File: config.mk
export PLATFORM = sky130hd
export DESIGN_NAME = retstk_ctrl
export DESIGN_NICKNAME = d
export VERILOG_FILES = /design/src/rtl/retstk_pkg.sv /design/src/rtl/retstk_ptr.sv /design/src/rtl/retstk_pack.sv /design/src/rtl/retstk_seq.sv /design/src/rtl/retstk_ctrl.sv
export SDC_FILE = /design/constraint.sdc
export NUM_CORES = 1
export LEC_CHECK = 0
export BUFFER_PORTS_ARGS = -buffer_cell sky130_fd_sc_hd__buf_2
export CORE_MARGIN = 1.5
export CORE_UTILIZATION = 25
export CTS_BUF_LIST = sky130_fd_sc_hd__clkbuf_16
export CTS_CLUSTER_DIAMETER = 50
export DETAILED_ROUTE_END_ITERATION = 16
export SETUP_SLACK_MARGIN = 0.3
export SLEW_MARGIN = 20
export SYNTH_ARGS = -nofsm -noshare
export SYNTH_HDL_FRONTEND = slang
export SYNTH_SLANG_ARGS = --single-unit
File: constraint.sdc
create_clock -name clk -period 3.8 [get_ports clk]
set_clock_uncertainty 0.1 [all_clocks]
set_input_delay 0 -clock clk [delete_from_list [all_inputs] [get_ports clk]]
set_output_delay 0 -clock clk [all_outputs]
set_load 0.01 [all_outputs]
File: src/rtl/retstk_pkg.sv
package retstk_pkg;

   typedef enum logic [2:0] {
      ST_IDLE,
      ST_PUSH_LO,
      ST_PUSH_HI,
      ST_POP_HI,
      ST_POP_LO
   } stk_state_e;

endpackage

File: src/rtl/retstk_ptr.sv
module retstk_ptr #(
   parameter int ADDR_W    = 8,
   parameter bit GROW_DOWN = 1'b1,
   parameter logic [ADDR_W-1:0] RESET_SP = '1
) (
   input  logic              clk,
   input  logic              rst,
   input  logic              step_fwd,
   input  logic              step_back,
   output logic [ADDR_W-1:0] sp_o,
   output logic [ADDR_W-1:0] peek_o
);
   localparam logic [ADDR_W-1:0] ONE = ADDR_W'(1);

   logic [ADDR_W-1:0] sp_q;
   logic [ADDR_W-1:0] toward_free;
   logic [ADDR_W-1:0] toward_used;

   generate
      if (GROW_DOWN) begin : g_down
         assign toward_free = sp_q - ONE;
         assign toward_used = sp_q + ONE;
      end else begin : g_up
         assign toward_free = sp_q + ONE;
         assign toward_used = sp_q - ONE;
      end
   endgenerate

   always_ff @(posedge clk) begin
      if (rst)            sp_q <= RESET_SP;
      else if (step_fwd)  sp_q <= toward_free;
      else if (step_back) sp_q <= toward_used;
   end

   assign sp_o   = sp_q;
   assign peek_o = toward_used;
endmodule

File: src/rtl/retstk_pack.sv
module retstk_pack #(
   parameter int PC_W   = 13,
   parameter int FLAG_W = 3,
   parameter int DATA_W = 8
) (
   input  logic [PC_W-1:0]   pc_i,
   input  logic [FLAG_W-1:0] flags_i,
   output logic [DATA_W-1:0] lo_o,
   output logic [DATA_W-1:0] hi_o,
   input  logic [DATA_W-1:0] lo_i,
   input  logic [DATA_W-1:0] hi_i,
   output logic [PC_W-1:0]   pc_o,
   output logic [FLAG_W-1:0] flags_o
);
   localparam int PC_HI_W = PC_W - DATA_W;
   localparam int FLAG_LSB = DATA_W - FLAG_W;

   assign lo_o = pc_i[DATA_W-1:0];

   generate
      for (genvar b = 0; b < DATA_W; b++) begin : g_hi
         if (b < PC_HI_W) begin : g_pc
            assign hi_o[b] = pc_i[DATA_W+b];
         end else if (b >= FLAG_LSB) begin : g_fl
            assign hi_o[b] = flags_i[b-FLAG_LSB];
         end else begin : g_pad
            assign hi_o[b] = 1'b0;
         end
      end
   endgenerate

   assign pc_o    = {hi_i[PC_HI_W-1:0], lo_i};
   assign flags_o = hi_i[DATA_W-1 -: FLAG_W];
endmodule

File: src/rtl/retstk_seq.sv
module retstk_seq
   import retstk_pkg::*;
#(
   parameter int PC_W   = 13,
   parameter int FLAG_W = 3,
   parameter int DATA_W = 8
) (
   input  logic              clk,
   input  logic              rst,
   input  logic              push_req,
   input  logic              pop_req,
   input  logic              reti_req,
   input  logic [PC_W-1:0]   pc_i,
   input  logic [FLAG_W-1:0] flags_i,
   input  logic [DATA_W-1:0] rdata_i,
   input  logic [PC_W-1:0]   unp_pc_i,
   input  logic [FLAG_W-1:0] unp_flags_i,
   output logic [PC_W-1:0]   pc_q,
   output logic [FLAG_W-1:0] flags_q,
   output logic [DATA_W-1:0] hi_q,
   output logic              wr_en,
   output logic              rd_en,
   output logic              wr_hi,
   output logic              busy,
   output logic [PC_W-1:0]   rest_pc,
   output logic [FLAG_W-1:0] rest_flags,
   output logic              rest_valid,
   output logic              flag_load
);
   stk_state_e state;
   logic       reti_q;

   always_ff @(posedge clk) begin
      if (rst) begin
         state      <= ST_IDLE;
         pc_q       <= '0;
         flags_q    <= '0;
         hi_q       <= '0;
         reti_q     <= 1'b0;
         rest_pc    <= '0;
         rest_flags <= '0;
         rest_valid <= 1'b0;
         flag_load  <= 1'b0;
      end else begin
         rest_valid <= 1'b0;
         flag_load  <= 1'b0;
         unique case (state)
            ST_IDLE: begin
               if (push_req) begin
                  pc_q    <= pc_i;
                  flags_q <= flags_i;
                  state   <= ST_PUSH_LO;
               end else if (pop_req) begin
                  reti_q <= reti_req;
                  state  <= ST_POP_HI;
               end
            end
            ST_PUSH_LO: state <= ST_PUSH_HI;
            ST_PUSH_HI: state <= ST_IDLE;
            ST_POP_HI: begin
               hi_q  <= rdata_i;
               state <= ST_POP_LO;
            end
            ST_POP_LO: begin
               rest_pc    <= unp_pc_i;
               rest_flags <= unp_flags_i;
               rest_valid <= 1'b1;
               flag_load  <= reti_q;
               state      <= ST_IDLE;
            end
            default: state <= ST_IDLE;
         endcase
      end
   end

   assign wr_en = (state == ST_PUSH_LO) || (state == ST_PUSH_HI);
   assign wr_hi = (state == ST_PUSH_HI);
   assign rd_en = (state == ST_POP_HI) || (state == ST_POP_LO);
   assign busy  = (state != ST_IDLE);
endmodule

File: src/rtl/retstk_ctrl.sv
module retstk_ctrl #(
   parameter int ADDR_W    = 8,
   parameter int PC_W      = 13,
   parameter int FLAG_W    = 3,
   parameter int DATA_W    = 8,
   parameter bit GROW_DOWN = 1'b1
) (
   input  logic              clk,
   input  logic              rst,
   input  logic              call_i,
   input  logic              irq_i,
   input  logic              ret_i,
   input  logic              reti_i,
   input  logic [PC_W-1:0]   pc_i,
   input  logic [FLAG_W-1:0] flags_i,
   output logic [ADDR_W-1:0] ram_addr_o,
   output logic              ram_we_o,
   output logic              ram_re_o,
   output logic [DATA_W-1:0] ram_wdata_o,
   input  logic [DATA_W-1:0] ram_rdata_i,
   output logic [PC_W-1:0]   rest_pc_o,
   output logic [FLAG_W-1:0] rest_flags_o,
   output logic              rest_valid_o,
   output logic              flag_load_o,
   output logic [ADDR_W-1:0] sp_o,
   output logic              busy_o
);
   localparam logic [ADDR_W-1:0] RESET_SP = GROW_DOWN ? {ADDR_W{1'b1}} : '0;

   generate
      if (PC_W <= DATA_W || PC_W - DATA_W + FLAG_W > DATA_W) begin : g_bad_fmt
         $error("retstk_ctrl: PC high bits and flags must fit one data byte");
      end
      if (ADDR_W < 2) begin : g_bad_addr
         $error("retstk_ctrl: address width too small for a two-byte level");
      end
   endgenerate

   logic [PC_W-1:0]   pc_q, unp_pc;
   logic [FLAG_W-1:0] flags_q, unp_flags;
   logic [DATA_W-1:0] hi_q, lo_byte, hi_byte;
   logic [ADDR_W-1:0] peek;
   logic              wr_en, rd_en, wr_hi;

   retstk_seq #(.PC_W(PC_W), .FLAG_W(FLAG_W), .DATA_W(DATA_W)) u_seq (
      .clk        (clk),
      .rst        (rst),
      .push_req   (call_i | irq_i),
      .pop_req    (ret_i | reti_i),
      .reti_req   (reti_i),
      .pc_i       (pc_i),
      .flags_i    (flags_i),
      .rdata_i    (ram_rdata_i),
      .unp_pc_i   (unp_pc),
      .unp_flags_i(unp_flags),
      .pc_q       (pc_q),
      .flags_q    (flags_q),
      .hi_q       (hi_q),
      .wr_en      (wr_en),
      .rd_en      (rd_en),
      .wr_hi      (wr_hi),
      .busy       (busy_o),
      .rest_pc    (rest_pc_o),
      .rest_flags (rest_flags_o),
      .rest_valid (rest_valid_o),
      .flag_load  (flag_load_o)
   );

   retstk_ptr #(.ADDR_W(ADDR_W), .GROW_DOWN(GROW_DOWN), .RESET_SP(RESET_SP)) u_ptr (
      .clk      (clk),
      .rst      (rst),
      .step_fwd (wr_en),
      .step_back(rd_en),
      .sp_o     (sp_o),
      .peek_o   (peek)
   );

   retstk_pack #(.PC_W(PC_W), .FLAG_W(FLAG_W), .DATA_W(DATA_W)) u_pack (
      .pc_i   (pc_q),
      .flags_i(flags_q),
      .lo_o   (lo_byte),
      .hi_o   (hi_byte),
      .lo_i   (ram_rdata_i),
      .hi_i   (hi_q),
      .pc_o   (unp_pc),
      .flags_o(unp_flags)
   );

   assign ram_we_o    = wr_en;
   assign ram_re_o    = rd_en;
   assign ram_addr_o  = wr_en ? sp_o : peek;
   assign ram_wdata_o = wr_hi ? hi_byte : lo_byte;
endmodule

==> summary.md <==
| Metric | Value |
|---|---|
| Initial antenna violation count | `0` |
| Layout Cells excl Fill | `510` |
| Reg power frac | `41.6%` |
| Clock latency on the worst-skew pair | `0.28 ns` |
| CTS Sinks | `54` |
| H-tree Lvls | `2` |
| DR vias/cell | `4.484` |
| Final antenna-violating net count | `0` |
| Worst path bufs/invs | `1` |
| Peak supply drop | `0.2715 mV` |
| Num CTS Buffers | `5` |
| Die Area | `10300 sq um` |
| WS Path Type | `register to output port` |
| Crit-path slowest cell | `dfxtp_1` |
| Syn Inst Count | `290` |
| Nets | `414` |
| Cell variety after synth | `38` |
| Crit Reg-Reg Endpoint | `u_ptr.sp_o[0]$_SDFFE_PP1P_` |
| Proportion of layout cells with a drive suffix above 1 | `25.20%` |
| Clk pin slew, worst setup/hold paths | `0.07 ns` |
| Die Height | `101.5 um` |
| Total internal power | `1.110 mW` |
| Multiplexer share of the synthesized area | `9.082%` |
| Port bufs | `74` |
| DRC errors left | `0` |
| Critical Path Fanout Max | `13` |
| Combinational power share | `26.1%` |
| R2r startpoint | `u_seq.state[0]$_SDFFE_PP0P_` |
| Compound-Gate Fraction of Synth Area | `13.62%` |
| RSZ-0062 raised after global routing | `false` |
| Chip Width | `101.5 um` |
| Routability cong. | `0.8018` |
| Cell area after synthesis | `2425 sq um` |
| Ant. Diodes | `0` |
| Yosys synthesis warning count | `0` |
| Pins Over Slew Limit | `0` |
| Setup-failing EPs final | `0` |
| Max-cap violations | `0` |
| Crit path max-delay family | `flip-flops` |
| Worst hold-check path type | `primary input to register` |
| Slew margin rel. | `31.44%` |
| Number of flops mapped to enable cells by yosys | `0` |
| Worst Hold Path EP | `u_seq.state[1]$_SDFFE_PP0P_` |
| Critical path endpoint category | `output port` |
| Status | `complete, no violations` |
| DRT iter0 DRCs | `92` |
| All-Layer GR Usage | `12.39%` |
| Total grt overflow | `0` |
| Largest family of logic cells by synthesized area | `simple AND/OR/NAND/NOR gates` |
| Final instance area | `3322 sq um` |
| Final worst-path cycle share | `58.84%` |
| Starting Density | `26.00%` |
| Critical Path AT | `2.14 ns` |
| Peak per-stage delay on the critical path | `0.70 ns` |
| Clock root buffer | `clkbuf_16` |
| Worst Reg-to-Reg Cells | `6` |
| Simple logic cell fraction of the synthesized area | `22.34%` |
| Leak | `1.419 nW` |
| First-pass GRT wire length | `10250 um` |
| Ports | `75` |
| Post-synth ARST share | `0%` |
| Largest net degree at the start of global routing | `57` |
| CTS tree | `yes` |
| Worst Min Path Start | `call_i` |
| Hold depth | `4` |
| Clk network pwr share | `32.3%` |
| Placed Area | `2865 sq um` |
| Core ar. | `9328 sq um` |
| Area grow syn2layout | `37.00%` |
| Final min period | `2.236 ns` |
| Cell Pwr Density | `479.7 nW/um^2` |
| Adder-cell share of the synthesized area | `2.064%` |
| FP Rows | `35` |
| Fmax | `0.4473 GHz` |
| Avg Cell Area, Syn | `8.361 sq um` |
| Top_reg_cell synth | `dfxtp_1` |
| XOR/XNOR Fraction of Synth Area | `3.612%` |
| Startpoint types | `register` |
| Switching share of power | `30.37%` |
| DP HPWL | `4159 um` |
| DR vias | `2287` |
| Crit-path cells | `xnor2_1, nor2_1, ha_1, buf_2` |
| Most common cell after layout, fill and taps aside | `buf_2` |
| Dpl cells | `474` |
| Final hold violations | `0` |
| Detailed Routing Iterations Pass 1 | `4` |
| Worst-Margin Slew | `1.028 ns` |
| Vias in the first global route | `2178` |
| Overall Power | `1.593 mW` |
| Switching power | `0.4839 mW` |
| WL per Instance | `12.31 um` |
| Clk buf depth | `2` |
| Most frequent cells in the layout | `buf_2 (74), nand2_1 (67), dfxtp_1 (54), a21oi_1 (41), dlygate4sd3_1 (28)` |
| R2R setup slack | `1.61 ns` |
| Post-synthesis sequential area ratio | `44.58%` |
| Setup tns final | `0 ns` |
| Routed WL | `6277 um` |
| Post-Synthesis Net Count | `324` |
| Critical path data required time | `3.70 ns` |
| Number of synthesized register bits | `54` |
-- layer usage --
metal / share of wire [%] / track usage, % / wire (um)
met5: 0 / 0 / 0
met4: 1.2 / 4.274 / 78
met1: 45 / 14.89 / 2806
met3: 4.2 / 2.484 / 263
met2: 50 / 21.99 / 3129
-- power groups by stage --
stage | Combinational (mW) | Clock (mW) | Sequential [mW]
after detailed placement | 0.394 | 0 | 0.675
after global routing | 0.458 | 0.554 | 0.672
after global placement | 0.389 | 0 | 0.672
final | 0.416 | 0.515 | 0.663
after floorplan | 0.278 | 0 | 0.656
after CTS | 0.419 | 0.528 | 0.661
-- state kept, by name, indices dropped and copies added (netlist names) --
signal and cells:
u_seq.rest_flags 3, u_seq.rest_pc 13, u_seq.rest_valid 1, u_seq.flag_load 1, u_seq.hi_q 8, u_seq.flags_q 3, u_seq.pc_q 13, u_seq.state 3
u_seq.reti_q 1, u_ptr.sp_o 8
-- cell usage after synthesis (all sizes together), types with 5 or more instances --
master	number	area [sq um]
o21ai	8	40.03
buf	8	50.05
clkbuf	11	41.29
nor2b	5	31.28
nor2	22	90.09
xnor2	7	61.31
dfxtp	54	1081
mux2	8	90.09
inv	6	22.52
mux2i	13	130.1
nand3	5	25.02
a21oi	41	205.2
nand2	67	251.5
nor3	5	41.29
-- area by class of cell --
cell class,count,area [sq um]
Tap cell,129,161.4
Clock buffer,5,125.1
Multi-Input combinational cell,211,1240
Sequential cell,54,1081
Timing Repair Buffer,102,650.6
Clock inverter,3,41.29
Inverter,6,22.52
Fill cell,990,6006
-- worst min-delay path, delay by kind of cell --
kind                   cells  cell delay, ns
AO/OA/AOI/OAI              1            0.14
buffers and inverters      1            0.11
AND/OR/NAND/NOR            2            0.14
-- metrics by stage --
step,utilization [%],hold slack (ns),setup WS [ns]
floorplan,-,0.03596,2.139
global placement,30.72,0.1453,1.639
detailed placement,30.72,0.1482,1.554
CTS,35.51,0.04112,1.525
global route,35.61,0.1171,1.371
finish,35.61,0.05363,1.564
-- what timing repair did --
action | in CTS | in global routing
hold endpoints to repair | 34 | 0
gates resized for setup | 0 | 0
setup buffers | 0 | 0
hold buffers | 28 | 0
-- cell families (layout without fill, tap and decap cells) --
group | count (synthesis) | after routing
xor+xnor | 10 | 10
mux | 21 | 21
buf+inv | 25 | 116
compound gates | 59 | 59
flops | 54 | 54
simple gates | 117 | 117
fa+ha+maj | 4 | 4
-- worst max path at each step --
| stage | depth (start not counted) | end | start | slack, ns |
|---|---|---|---|---|
| 2_1_floorplan | 7 | u_ptr.sp_o[0]$_SDFFE_PP1P_ | u_seq.state[2]$_SDFFE_PP0P_ | 2.14 |
| 3_3_place_gp | 4 | u_seq.rest_flags[0]$_SDFFE_PP0N_ | u_seq.state[2]$_SDFFE_PP0P_ | 1.64 |
| 3_5_place_dp | 4 | u_seq.rest_pc[9]$_SDFFE_PP0N_ | u_seq.state[2]$_SDFFE_PP0P_ | 1.55 |
| 4_1_cts | 4 | u_seq.rest_pc[12]$_SDFFE_PP0N_ | u_seq.state[2]$_SDFFE_PP0P_ | 1.53 |
| 5_1_grt | 5 | ram_addr_o[1] | u_seq.state[0]$_SDFFE_PP0P_ | 1.37 |
| 6_report | 4 | ram_addr_o[0] | u_seq.state[0]$_SDFFE_PP0P_ | 1.56 |
(Power assumes the default switching activity.)
